## src/rtl/skew_bank_pkg.sv

```systemverilog
package skew_bank_pkg;

  localparam int SKEW_W = 4;

  typedef enum logic [1:0] {
    MODE_SKEW,
    MODE_DIV2,
    MODE_DIV4,
    MODE_INV
  } mode_kind_e;

  typedef enum logic [1:0] {
    BANK_FINE,
    BANK_DIV,
    BANK_INV
  } bank_kind_e;

  typedef struct packed {
    mode_kind_e               kind;
    logic signed [SKEW_W-1:0] skew;
  } bank_mode_t;

  localparam bank_mode_t MODE_RESET = '{kind: MODE_SKEW, skew: '0};

  function automatic logic [1:0] level_of(logic [1:0] code);
    case (code)
      2'b00:   return 2'd0;
      2'b10:   return 2'd2;
      default: return 2'd1;
    endcase
  endfunction

  function automatic bank_kind_e kind_of_bank(int idx);
    if (idx < 2) return BANK_FINE;
    if (idx == 2) return BANK_DIV;
    return BANK_INV;
  endfunction

  function automatic bank_mode_t decode_mode(bank_kind_e bk, logic [1:0] hi, logic [1:0] lo);
    bank_mode_t       m;
    logic [3:0]       idx;
    logic signed [4:0] rel;
    idx    = 4'(level_of(hi)) * 4'd3 + 4'(level_of(lo));
    rel    = $signed({1'b0, idx}) - 5'sd4;
    m.kind = MODE_SKEW;
    m.skew = '0;
    if (bk == BANK_FINE) begin
      m.skew = rel[3:0];
    end else if (idx == 4'd0) begin
      m.kind = MODE_DIV2;
    end else if (idx == 4'd8) begin
      if (bk == BANK_DIV) m.kind = MODE_DIV4;
      else                m.kind = MODE_INV;
    end else begin
      m.skew = {rel[2:0], 1'b0};
    end
    return m;
  endfunction

endpackage

```

## src/rtl/skew_timebase.sv

```systemverilog
module skew_timebase
  import skew_bank_pkg::*;
#(
  parameter  int BASE_TU    = 8,
  localparam int PERIOD_MAX = BASE_TU * 4,
  localparam int PW         = $clog2(PERIOD_MAX),
  localparam int LW         = PW + 1
) (
  input  logic          clk_i,
  input  logic          rst_ni,
  input  logic          ref_i,
  input  logic          edge_sel_i,
  input  logic [1:0]    fs_i,
  output logic [LW-1:0] period_o,
  output logic [PW-1:0] phase_n_o,
  output logic          locked_n_o,
  output logic          bound_n_o
);

  logic          ref_q;
  logic          locked_q;
  logic [PW-1:0] phase_q;
  logic          edge_hit;
  logic          wrap;

  always_comb begin
    case (fs_i)
      2'b00:   period_o = LW'(PERIOD_MAX);
      2'b10:   period_o = LW'(BASE_TU);
      default: period_o = LW'(BASE_TU * 2);
    endcase
  end

  assign edge_hit = edge_sel_i ? (ref_i & ~ref_q) : (~ref_i & ref_q);
  assign wrap     = locked_q && ({1'b0, phase_q} == period_o - LW'(1));

  always_comb begin
    if (edge_hit)                phase_n_o = '0;
    else if (locked_q && !wrap)  phase_n_o = phase_q + 1'b1;
    else                         phase_n_o = '0;
  end

  assign locked_n_o = locked_q | edge_hit;
  assign bound_n_o  = edge_hit | wrap;

  always_ff @(posedge clk_i or negedge rst_ni) begin
    if (!rst_ni) begin
      ref_q    <= 1'b0;
      locked_q <= 1'b0;
      phase_q  <= '0;
    end else begin
      ref_q    <= ref_i;
      locked_q <= locked_n_o;
      phase_q  <= phase_n_o;
    end
  end

  // lock is never lost once gained
  a_r1_lock_sticky: assert property (@(posedge clk_i) disable iff (!rst_ni)
    locked_q |=> locked_q);

  // phase stays inside the selected period
  a_r2_phase_in_range: assert property (@(posedge clk_i) disable iff (!rst_ni)
    locked_q |-> ({1'b0, phase_q} < period_o));

endmodule

```

## src/rtl/skew_bank.sv

```systemverilog
module skew_bank
  import skew_bank_pkg::*;
#(
  parameter  bank_kind_e BANK_KIND  = BANK_FINE,
  parameter  int         BASE_TU    = 8,
  localparam int         PERIOD_MAX = BASE_TU * 4,
  localparam int         PW         = $clog2(PERIOD_MAX),
  localparam int         LW         = PW + 1
) (
  input  logic          clk_i,
  input  logic          rst_ni,
  input  logic [1:0]    sel_hi_i,
  input  logic [1:0]    sel_lo_i,
  input  logic          edge_sel_i,
  input  logic [LW-1:0] period_i,
  input  logic [PW-1:0] phase_n_i,
  input  logic          locked_n_i,
  input  logic          bound_n_i,
  output logic          q_o
);

  bank_mode_t        mode_q, mode_n, mode_dec;
  logic [1:0]        div_q, div_n;
  logic              out_q, out_n;
  logic              neg;
  logic [SKEW_W-1:0] mag;
  logic [LW-1:0]     delay, ph, rel;
  logic              base;

  assign mode_dec = decode_mode(BANK_KIND, sel_hi_i, sel_lo_i);
  assign mode_n   = bound_n_i ? mode_dec : mode_q;
  assign div_n    = div_q + (bound_n_i ? 2'd1 : 2'd0);

  // negative offsets wrap to a delay of period minus magnitude
  assign neg   = mode_n.skew[SKEW_W-1];
  assign mag   = neg ? (~mode_n.skew + 1'b1) : mode_n.skew;
  assign delay = neg ? (period_i - LW'(mag)) : LW'(mag);
  assign ph    = {1'b0, phase_n_i};
  assign rel   = (ph >= delay) ? (ph - delay) : (ph + period_i - delay);
  assign base  = (rel < (period_i >> 1)) ^ ~edge_sel_i;

  always_comb begin
    out_n = 1'b0;
    if (locked_n_i) begin
      case (mode_n.kind)
        MODE_DIV2: out_n = div_n[0];
        MODE_DIV4: out_n = div_n[1];
        MODE_INV:  out_n = ~base;
        default:   out_n = base;
      endcase
    end
  end

  always_ff @(posedge clk_i or negedge rst_ni) begin
    if (!rst_ni) begin
      mode_q <= MODE_RESET;
      div_q  <= '0;
      out_q  <= 1'b0;
    end else begin
      mode_q <= mode_n;
      div_q  <= div_n;
      out_q  <= out_n;
    end
  end

  assign q_o = out_q;

  // setting only moves on a period boundary
  a_r10_mode_holds: assert property (@(posedge clk_i) disable iff (!rst_ni)
    !bound_n_i |=> $stable(mode_q));

  // divide counter only steps on a period boundary
  a_r5_div_steps: assert property (@(posedge clk_i) disable iff (!rst_ni)
    !bound_n_i |=> $stable(div_q));

  // wrapped delay always falls inside the period
  a_r9_delay_in_range: assert property (@(posedge clk_i) disable iff (!rst_ni)
    locked_n_i |-> (delay < period_i));

endmodule

```

## src/rtl/skew_clock_banks.sv

```systemverilog
module skew_clock_banks
  import skew_bank_pkg::*;
#(
  parameter  int NUM_BANKS  = 4,
  parameter  int BASE_TU    = 8,
  localparam int PERIOD_MAX = BASE_TU * 4,
  localparam int PW         = $clog2(PERIOD_MAX),
  localparam int LW         = PW + 1
) (
  input  logic                      clk_i,
  input  logic                      rst_ni,
  input  logic                      ref_i,
  input  logic                      edge_sel_i,
  input  logic [1:0]                fs_i,
  input  logic [NUM_BANKS-1:0][1:0] sel_hi_i,
  input  logic [NUM_BANKS-1:0][1:0] sel_lo_i,
  output logic [NUM_BANKS-1:0]      q0_o,
  output logic [NUM_BANKS-1:0]      q1_o
);

  logic [LW-1:0]        period;
  logic [PW-1:0]        phase_n;
  logic                 locked_n;
  logic                 bound_n;
  logic [NUM_BANKS-1:0] bank_q;

  skew_timebase #(.BASE_TU(BASE_TU)) u_timebase (
    .clk_i      (clk_i),
    .rst_ni     (rst_ni),
    .ref_i      (ref_i),
    .edge_sel_i (edge_sel_i),
    .fs_i       (fs_i),
    .period_o   (period),
    .phase_n_o  (phase_n),
    .locked_n_o (locked_n),
    .bound_n_o  (bound_n)
  );

  for (genvar b = 0; b < NUM_BANKS; b++) begin : g_bank
    skew_bank #(
      .BANK_KIND (kind_of_bank(b)),
      .BASE_TU   (BASE_TU)
    ) u_bank (
      .clk_i      (clk_i),
      .rst_ni     (rst_ni),
      .sel_hi_i   (sel_hi_i[b]),
      .sel_lo_i   (sel_lo_i[b]),
      .edge_sel_i (edge_sel_i),
      .period_i   (period),
      .phase_n_i  (phase_n),
      .locked_n_i (locked_n),
      .bound_n_i  (bound_n),
      .q_o        (bank_q[b])
    );
  end

  assign q0_o = bank_q;
  assign q1_o = bank_q;

endmodule

```

## config.mk

```make
export PLATFORM = sky130hd
export DESIGN_NAME = skew_clock_banks
export DESIGN_NICKNAME = d
export VERILOG_FILES = /design/src/rtl/skew_bank_pkg.sv /design/src/rtl/skew_timebase.sv /design/src/rtl/skew_bank.sv /design/src/rtl/skew_clock_banks.sv
export SDC_FILE = /design/constraint.sdc
export NUM_CORES = 1
export LEC_CHECK = 0
export CAP_MARGIN = 0
export CORE_AREA = 2 2 121 123
export DETAILED_ROUTE_END_ITERATION = 6
export DIE_AREA = 0 0 123 125
export GPL_ROUTABILITY_DRIVEN = 0
export PLACE_DENSITY = 0.48
export SYNTH_ARGS = -nofsm -noshare
export SYNTH_HDL_FRONTEND = slang
export SYNTH_SLANG_ARGS = --single-unit
```

## constraint.sdc

```tcl
create_clock -name clk_i -period 8.7 [get_ports clk_i]
set_clock_uncertainty 0.2 [all_clocks]
set_input_delay 2.175 -clock clk_i [delete_from_list [all_inputs] [get_ports clk_i]]
set_output_delay 2.175 -clock clk_i [all_outputs]
set_load 0.005 [all_outputs]
```

==> flow_metrics.py, run 1 <==
metrics = {
    "grt": {
        "antenna_found_initial": 0,
        "grtUsageTotal_pct": 15.05,
        "grt_start_max_net_pins": 44,
        "grt_pass1_wl_um": 18460,
        "grt_pass1_vias": 3739,
        "grt_overflow_total": 0,
    },
    "power": {
        "power_leakage_nw": 2.398,
        "ir_worst_vdd_uv": 134.3,
        "power_per_cell_area_nw_per_um2": 337.6,
    },
    "layout": {
        "num-fill-cells": 1476,
        "multi_input_area_um2": 3049,
        "insertedDiodeCount": 0,
        "instances_no_fill": 711,
        "final_nets": 615,
        "seqCellArea_um2": 1076,
        "syn_to_final_growth_pct": 13.75,
        "drive_above_1_share_pct": 8.159,
    },
    "cts": {
        "cts_inserted_buffers": 5,
        "clkSinkCount": 43,
        "root_buffer": "clkbuf_16",
        "path_clk_slew_ns": 0.07,
        "h-tree-depth": 2,
        "clockBufferDepth": 2,
        "cts_resized": 0,
        "post_cts_buffers": 0,
        "cts_hold_buf": 0,
        "cts_tree": "done",
        "clk-insertion-delay-late_ns": 0.29,
    },
    "place": {
        "dpl.cell_count": 703,
        "io_buffers": 29,
        "dp_hpwl_um": 8633,
    },
    "sta": {
        "max_freq_mhz": 122.9,
        "timing.final.crit_share_pct": 93.49,
        "hold_violations": 0,
        "tightestPinTransition_ns": 1.029,
        "period_needed_ns": 8.134,
        "finalMaxSlewViolations": 0,
        "relSlewSlack_pct": 31.43,
        "rsz0062_at_grt": "false",
        "final.setup.tns_ns": 0,
        "setup_violations": 0,
    },
    "yosys": {
        "netlist_instances": 509,
        "synthFlopType": "dfrtp_1",
        "syn_area_per_cell_um2": 8.707,
        "synthTopCellsByArea": "dfrtp_1 24%, ha_1 18%, xnor2_1 5.1%",
        "synthArstFlopShare_pct": 100.0,
        "ys_seq_elements": 43,
        "synth_cell_types": 66,
        "syn-num-nets": 598,
        "synth_top_area_share_pct": 24.28,
        "synth.most_common_cell": "ha_1",
        "syn_area_um2": 4432,
        "synth_edf_count": 0,
        "yosysSeqAreaShare_pct": 24.28,
        "synth_top_area_cell": "dfrtp_1",
        "ys.warnings.count": 0,
        "ys_top_cells_by_count": "62 x ha_1, 44 x nand2_1, 43 x dfrtp_1",
    },
    "die": {
        "die_w_um": 123,
        "pin_count": 30,
        "initial_core_util_pct": 31.20,
        "fp.dieArea_um2": 15380,
        "die_y_um": 125,
        "coreArea_um2": 14200,
        "rows": 44,
    },
    "setup_path": {
        "crit_type": "in2reg",
        "crit_path_start": "sel_hi_i[3]",
        "start_kind": "input pin",
        "worstPathMaxFanout": 3,
        "r2r_slack_ns": 2.71,
        "crit_path_end": "g_bank[1].u_bank.q_o$_DFF_PN0_",
        "cp-end-kind": "register",
        "worstPathArrival_ns": 8.08,
        "cp.required_ns": 8.65,
        "r2r-start": "u_timebase.phase_q[3]$_DFF_PN0_",
        "r2r-end": "g_bank[1].u_bank.q_o$_DFF_PN0_",
        "rr_worst_depth": 25,
    },
    "drt": {
        "antenna_left": 0,
        "vias_per_cell": 5.152,
        "via_count": 3663,
        "drc": 0,
        "routed_wl_um": 11260,
        "wl_per_cell_um": 15.84,
        "drt_iter0_markers": 163,
        "dr.pass1.iters": 5,
    },
    "hold_path": {
        "min_path_type": "reg2reg",
    },
    "run": {
        "timing.max_cap.violations": 0,
    },
    "outcome": {
        "status": "finished, final reports clean",
    },
}
[state kept, by name (all words and copies together), names as in the netlist]
register / count
g_bank.u_bank.div_q: 8
g_bank.u_bank.mode_q: 24
g_bank.u_bank.q_o: 4
u_timebase.locked_q: 1
u_timebase.phase_q: 5
u_timebase.ref_q: 1
[where the power goes]
part | switching, W | internal [W]
logic | 0.000616 | 0.000584
clock network | 0.0000833 | 0.000115
registers | 0.0000430 | 0.000261
[per-layer routing]
metal / share of wire, % / track usage, % / wire length, um
met4: 1.2 / 3.075 / 140
met5: 0 / 0 / 0
met3: 1.9 / 1.688 / 216
met2: 49 / 26.32 / 5521
met1: 48 / 19.89 / 5386
[worst max-delay path, stage by stage]
cell and delay, ns:
clkdlybuf4s50_1 0.43, or2_2 0.30, ha_1 0.29, ha_1 0.21, fa_1 0.41, xnor2_1 0.32
nor4_1 0.08, mux2i_1 0.25, ha_1 0.30, inv_1 0.08, a211oi_1 0.05, mux2_2 0.29
a21oi_1 0.20, xnor2_1 0.14, nand2_1 0.11, ha_1 0.34, nand3_1 0.12, a21boi_1 0.29
mux2i_1 0.26, xnor2_1 0.10, ha_1 0.22, nor3_1 0.21, o21bai_1 0.13, o21bai_1 0.18
a221oi_2 0.29, mux2i_1 0.21, a21oi_1 0.08
[per-stage QoR]
step | cell area [um2] | power [W] | worst slack, ns | hold slack (ns) | utilization, %
6_report | 5041 | 0.001702 | 0.5661 | 0.2530 | 35.49
4_1_cts | 5041 | 0.001717 | 0.5668 | 0.2589 | 35.49
5_1_grt | 5041 | 0.001881 | 0.1007 | 0.2848 | 35.49
3_3_place_gp | 4886 | 0.001485 | 0.3652 | 0.2472 | 34.40
3_5_place_dp | 4886 | 0.001503 | 0.3094 | 0.2459 | 34.40
2_1_floorplan | 4432 | 0.001252 | 0.9704 | 0.2320 | -
[how the worst min path moves through the flow]
stage / startpoint / endpoint / slack, ns / cells past startpoint
2_1_floorplan: g_bank[1].u_bank.div_q[1]$_DFF_PN0_ / g_bank[1].u_bank.div_q[1]$_DFF_PN0_ / 0.23 / 1
3_3_place_gp: g_bank[0].u_bank.div_q[1]$_DFF_PN0_ / g_bank[0].u_bank.div_q[1]$_DFF_PN0_ / 0.25 / 1
3_5_place_dp: g_bank[3].u_bank.div_q[1]$_DFF_PN0_ / g_bank[3].u_bank.div_q[1]$_DFF_PN0_ / 0.25 / 1
4_1_cts: g_bank[3].u_bank.div_q[1]$_DFF_PN0_ / g_bank[3].u_bank.div_q[1]$_DFF_PN0_ / 0.26 / 1
5_1_grt: g_bank[0].u_bank.div_q[1]$_DFF_PN0_ / g_bank[0].u_bank.div_q[1]$_DFF_PN0_ / 0.28 / 1
6_report: g_bank[3].u_bank.div_q[1]$_DFF_PN0_ / g_bank[3].u_bank.div_q[1]$_DFF_PN0_ / 0.25 / 1
[layout by cell type (no fill, tap or decap), drive strengths merged, types with 10 or more instances in the layout]
master,count
nand2,44
ha,62
xor2,13
clkdlybuf4s50,28
nand3,14
inv,37
dfrtp,43
xnor2,26
a21oi,31
nor2,22
a21o,10
o21ai,18
buf,13
nor3,15
mux2i,21
nor2b,11
[final cells by class]
| class | instances | share of cell area (%) |
|---|---|---|
| clock buffer | 6 | 2.755 |
| clock inverter | 2 | 0.3227 |
| inverter | 38 | 2.829 |
| multi-input combinational | 397 | 60.49 |
| sequential | 43 | 21.35 |
| tap | 184 | 4.567 |
| timing repair buffer | 41 | 7.694 |
[kinds of logic (layout without fill, tap and decap cells)]
group	after synthesis	in the layout	share of synthesized area, %
multiplexers	22	22	4.997
buffers and inverters	69	87	6.917
adder cells (fa/ha/maj)	67	67	19.76
flip-flops	43	43	24.28
AO/OA/AOI/OAI	114	114	17.96
AND/OR/NAND/NOR	155	155	18.38
XOR/XNOR	39	39	7.708
Note: power is estimated with default switching activity, not from simulation.
==> run 2: changes to the inputs <==
- ABC_AREA: not set -> 1
- CORE_AREA: 2 2 121 123 -> 2 2 150 152
- DIE_AREA: 0 0 123 125 -> 0 0 152 154
- PLACE_DENSITY: 0.48 -> 0.47
- SYNTH_HIERARCHICAL: not set -> 1
==> run 2 against run 1 <==
Compared with the run above: area after synthesis up 56%; combinational power increased by 30%; synthesized cell count up 90%; final cell count is 79% higher; wire length increased by 48%; register-to-register slack got worse by 0.16 ns; global-route usage down 0.28 points; largest cell class unchanged.
==> flow_metrics.py, run 2 <==
metrics = {
    "yosys": {
        "synth_top_area_share_pct": 17.06,
        "netlist_instances": 968,
        "synth_cell_types": 48,
        "synthTopCellsByArea": "ha_1 17%, dfrtp_1 16%, nand2_1 11%",
        "synthFlopType": "dfrtp_1",
        "synthArstFlopShare_pct": 100.0,
        "ys_seq_elements": 43,
        "ys.warnings.count": 6,
        "synth.most_common_cell": "nand2_1",
        "ys_top_cells_by_count": "201 x nand2_1, 167 x inv_1, 94 x ha_1",
        "syn_area_um2": 6894,
        "synth_top_area_cell": "ha_1",
        "synth_edf_count": 0,
        "syn_area_per_cell_um2": 7.122,
        "yosysSeqAreaShare_pct": 15.61,
    },
    "sta": {
        "setup_ws_ns": 0.5725,
        "finalMaxSlewViolations": 0,
        "setup_violations": 0,
        "hold_slack_ns": 0.2545,
        "period_needed_ns": 8.127,
        "timing.final.crit_share_pct": 93.42,
        "tightestPinTransition_ns": 0.9651,
        "final.setup.tns_ns": 0,
        "relSlewSlack_pct": 35.42,
        "rsz0062_at_grt": "false",
        "max_freq_mhz": 123.0,
        "hold_violations": 0,
    },
    "setup_path": {
        "worst_path_largest_cell_delay_ns": 0.53,
        "crit_path_start": "sel_hi_i[6]",
        "r2r-start": "u_timebase/phase_q[0]$_DFF_PN0_",
        "path_depth": 34,
        "crit_family": "adder cells",
        "slowest_stage": "fa_1",
        "cp-end-kind": "register",
        "cp.required_ns": 8.71,
        "start_kind": "input pin",
        "rr_worst_depth": 40,
        "crit_type": "in2reg",
        "r2r_slack_ns": 2.55,
        "crit_buf_inv": 6,
        "worstPathArrival_ns": 8.13,
        "crit_top_cell": "nand2_1",
        "worstPathMaxFanout": 7,
    },
    "layout": {
        "reg_top3": "g_bank.u_bank/mode_q: 24 flops, g_bank.u_bank/div_q: 8 flops, u_timebase/phase_q: 5 flops",
        "seqCellArea_um2": 1076,
        "syn_to_final_growth_pct": 10.67,
        "final_nets": 1131,
        "num-fill-cells": 2343,
        "insertedDiodeCount": 0,
        "largest_reg_flops": 24,
        "drive_above_1_share_pct": 15.76,
        "layout_commonest_cell": "nand2_1",
        "multi_input_area_um2": 4936,
        "largest-register": "g_bank.u_bank/mode_q",
        "final_cell_mix": "200 x nand2_1, 167 x inv_1, 94 x ha_1",
        "fin_util_pct": 35.18,
    },
    "grt": {
        "grt_overflow_total": 0,
        "grt_pass1_wl_um": 28230,
        "grt_pass1_vias": 5809,
        "use_met2_pct": 26.17,
        "grtUsageTotal_pct": 14.77,
        "gr-usage-met3_pct": 2.001,
        "grt_use_met1_pct": 19.59,
        "busiest_layer": "met2",
        "antenna_found_initial": 0,
        "grt_start_max_net_pins": 44,
    },
    "drt": {
        "drc": 0,
        "via_count": 5851,
        "antenna_left": 0,
        "dr.pass1.iters": 5,
        "routed_wl_um": 16640,
        "wl_per_cell_um": 13.04,
        "drt_iter0_markers": 291,
        "vias_per_cell": 4.585,
    },
    "cts": {
        "path_clk_slew_ns": 0.07,
        "clkSinkCount": 43,
        "cts_tree": "done",
        "h-tree-depth": 2,
        "clockBufferDepth": 2,
        "root_buffer": "clkbuf_16",
        "post_cts_buffers": 0,
        "cts_resized": 0,
        "cts_inserted_buffers": 5,
        "clk-insertion-delay-late_ns": 0.30,
        "cts_hold_buf": 0,
    },
    "hold_path": {
        "hold_path_depth": 1,
        "min_path_type": "reg2reg",
        "hp-start": "g_bank[0].u_bank/div_q[1]$_DFF_PN0_",
    },
    "place": {
        "dp_hpwl_um": 13300,
        "io_buffers": 29,
        "post-place-ws_ns": 0.2329,
    },
    "die": {
        "die_w_um": 152,
        "initial_core_util_pct": 31.79,
        "die_y_um": 154,
        "fp.dieArea_um2": 23410,
        "coreArea_um2": 21690,
        "pin_count": 30,
        "rows": 54,
    },
    "power": {
        "ir_worst_vdd_uv": 78.93,
        "power_leakage_nw": 4.050,
        "power_per_cell_area_nw_per_um2": 266.0,
    },
    "outcome": {
        "status": "finished, final reports clean",
    },
    "run": {
        "timing.max_cap.violations": 0,
    },
}
-- run 2: changes by cell type after synthesis, moves of 14 or more --
cell     before  now
nand3_2       0   32
nand2_2       0   37
nand3_1      14   78
nor3_1       15    1
mux2i_1      21    2
fa_1          5   20
inv_1        36  167
o21ai_0      15   51
nor2_1       21   44
xnor2_1      26   12
nand2_1      44  201
ha_1         62   94
-- run 2: cells by family (layout without fill, tap and decap cells) --
kind of cell	after synthesis	in the layout	share of synthesized area, %
flops	43	43	15.61
simple gates	446	446	33.39
compound gates	115	115	10.02
buf+inv	209	235	12.94
xor+xnor	38	38	4.828
mux	2	2	0.2904
fa+ha+maj	114	114	22.87
other cells	1	3	0.05439
-- run 2: stage by stage --
step / area [um2] / total power, W / cells
after global routing: 7630 / 0.002299 / 1276
final: 7630 / 0.002030 / 1276
after detailed placement: 7488 / 0.001835 / 1268
after CTS: 7630 / 0.002047 / 1276
after global placement: 7488 / 0.001837 / 1268
after floorplan: 6902 / 0.001510 / 970
-- run 2: worst paths after layout --
kind | end
min reg2reg | g_bank[0].u_bank/div_q[1]$_DFF_PN0_
max | g_bank[3].u_bank/q_o$_DFF_PN0_
max reg2reg | g_bank[1].u_bank/q_o$_DFF_PN0_
min in group asynchronous | g_bank[3].u_bank/mode_q[1]$_DFF_PN0_
max in group asynchronous | g_bank[2].u_bank/mode_q[2]$_DFF_PN0_
min | g_bank[0].u_bank/div_q[1]$_DFF_PN0_
-- run 2: cell type report --
cell class / count / share of cell area (%)
Inverter: 180 / 9.085
Sequential cell: 43 / 14.10
Clock buffer: 6 / 1.689
Tap cell: 280 / 4.592
Clock inverter: 2 / 0.1640
Multi-Input combinational cell: 718 / 64.69
Timing Repair Buffer: 47 / 5.674
-- run 2: where the power goes --
part / switching, W / leakage, nW / internal (W)
Clock: 0.0000925 / 0.0669 / 0.000106
Sequential: 0.0000199 / 0.531 / 0.000247
Combinational: 0.000908 / 3.45 / 0.000655
Total: 0.00102 / 4.05 / 0.00101
-- run 2: per-layer routing --
metal,routed length [um],vias up
li1,-,3137
met1,8324,2642
met2,7767,63
met3,433,9
met4,110,0
met5,0,-
-- run 2: worst register-to-register path: cells and delay by family, from the launching register on --
family          cells  cell delay (ns)
fa+ha+maj           6             1.63
simple gates       16             1.54
compound gates      9             1.47
buf+inv             8             0.68
flops               1             0.40
xor+xnor            1             0.14
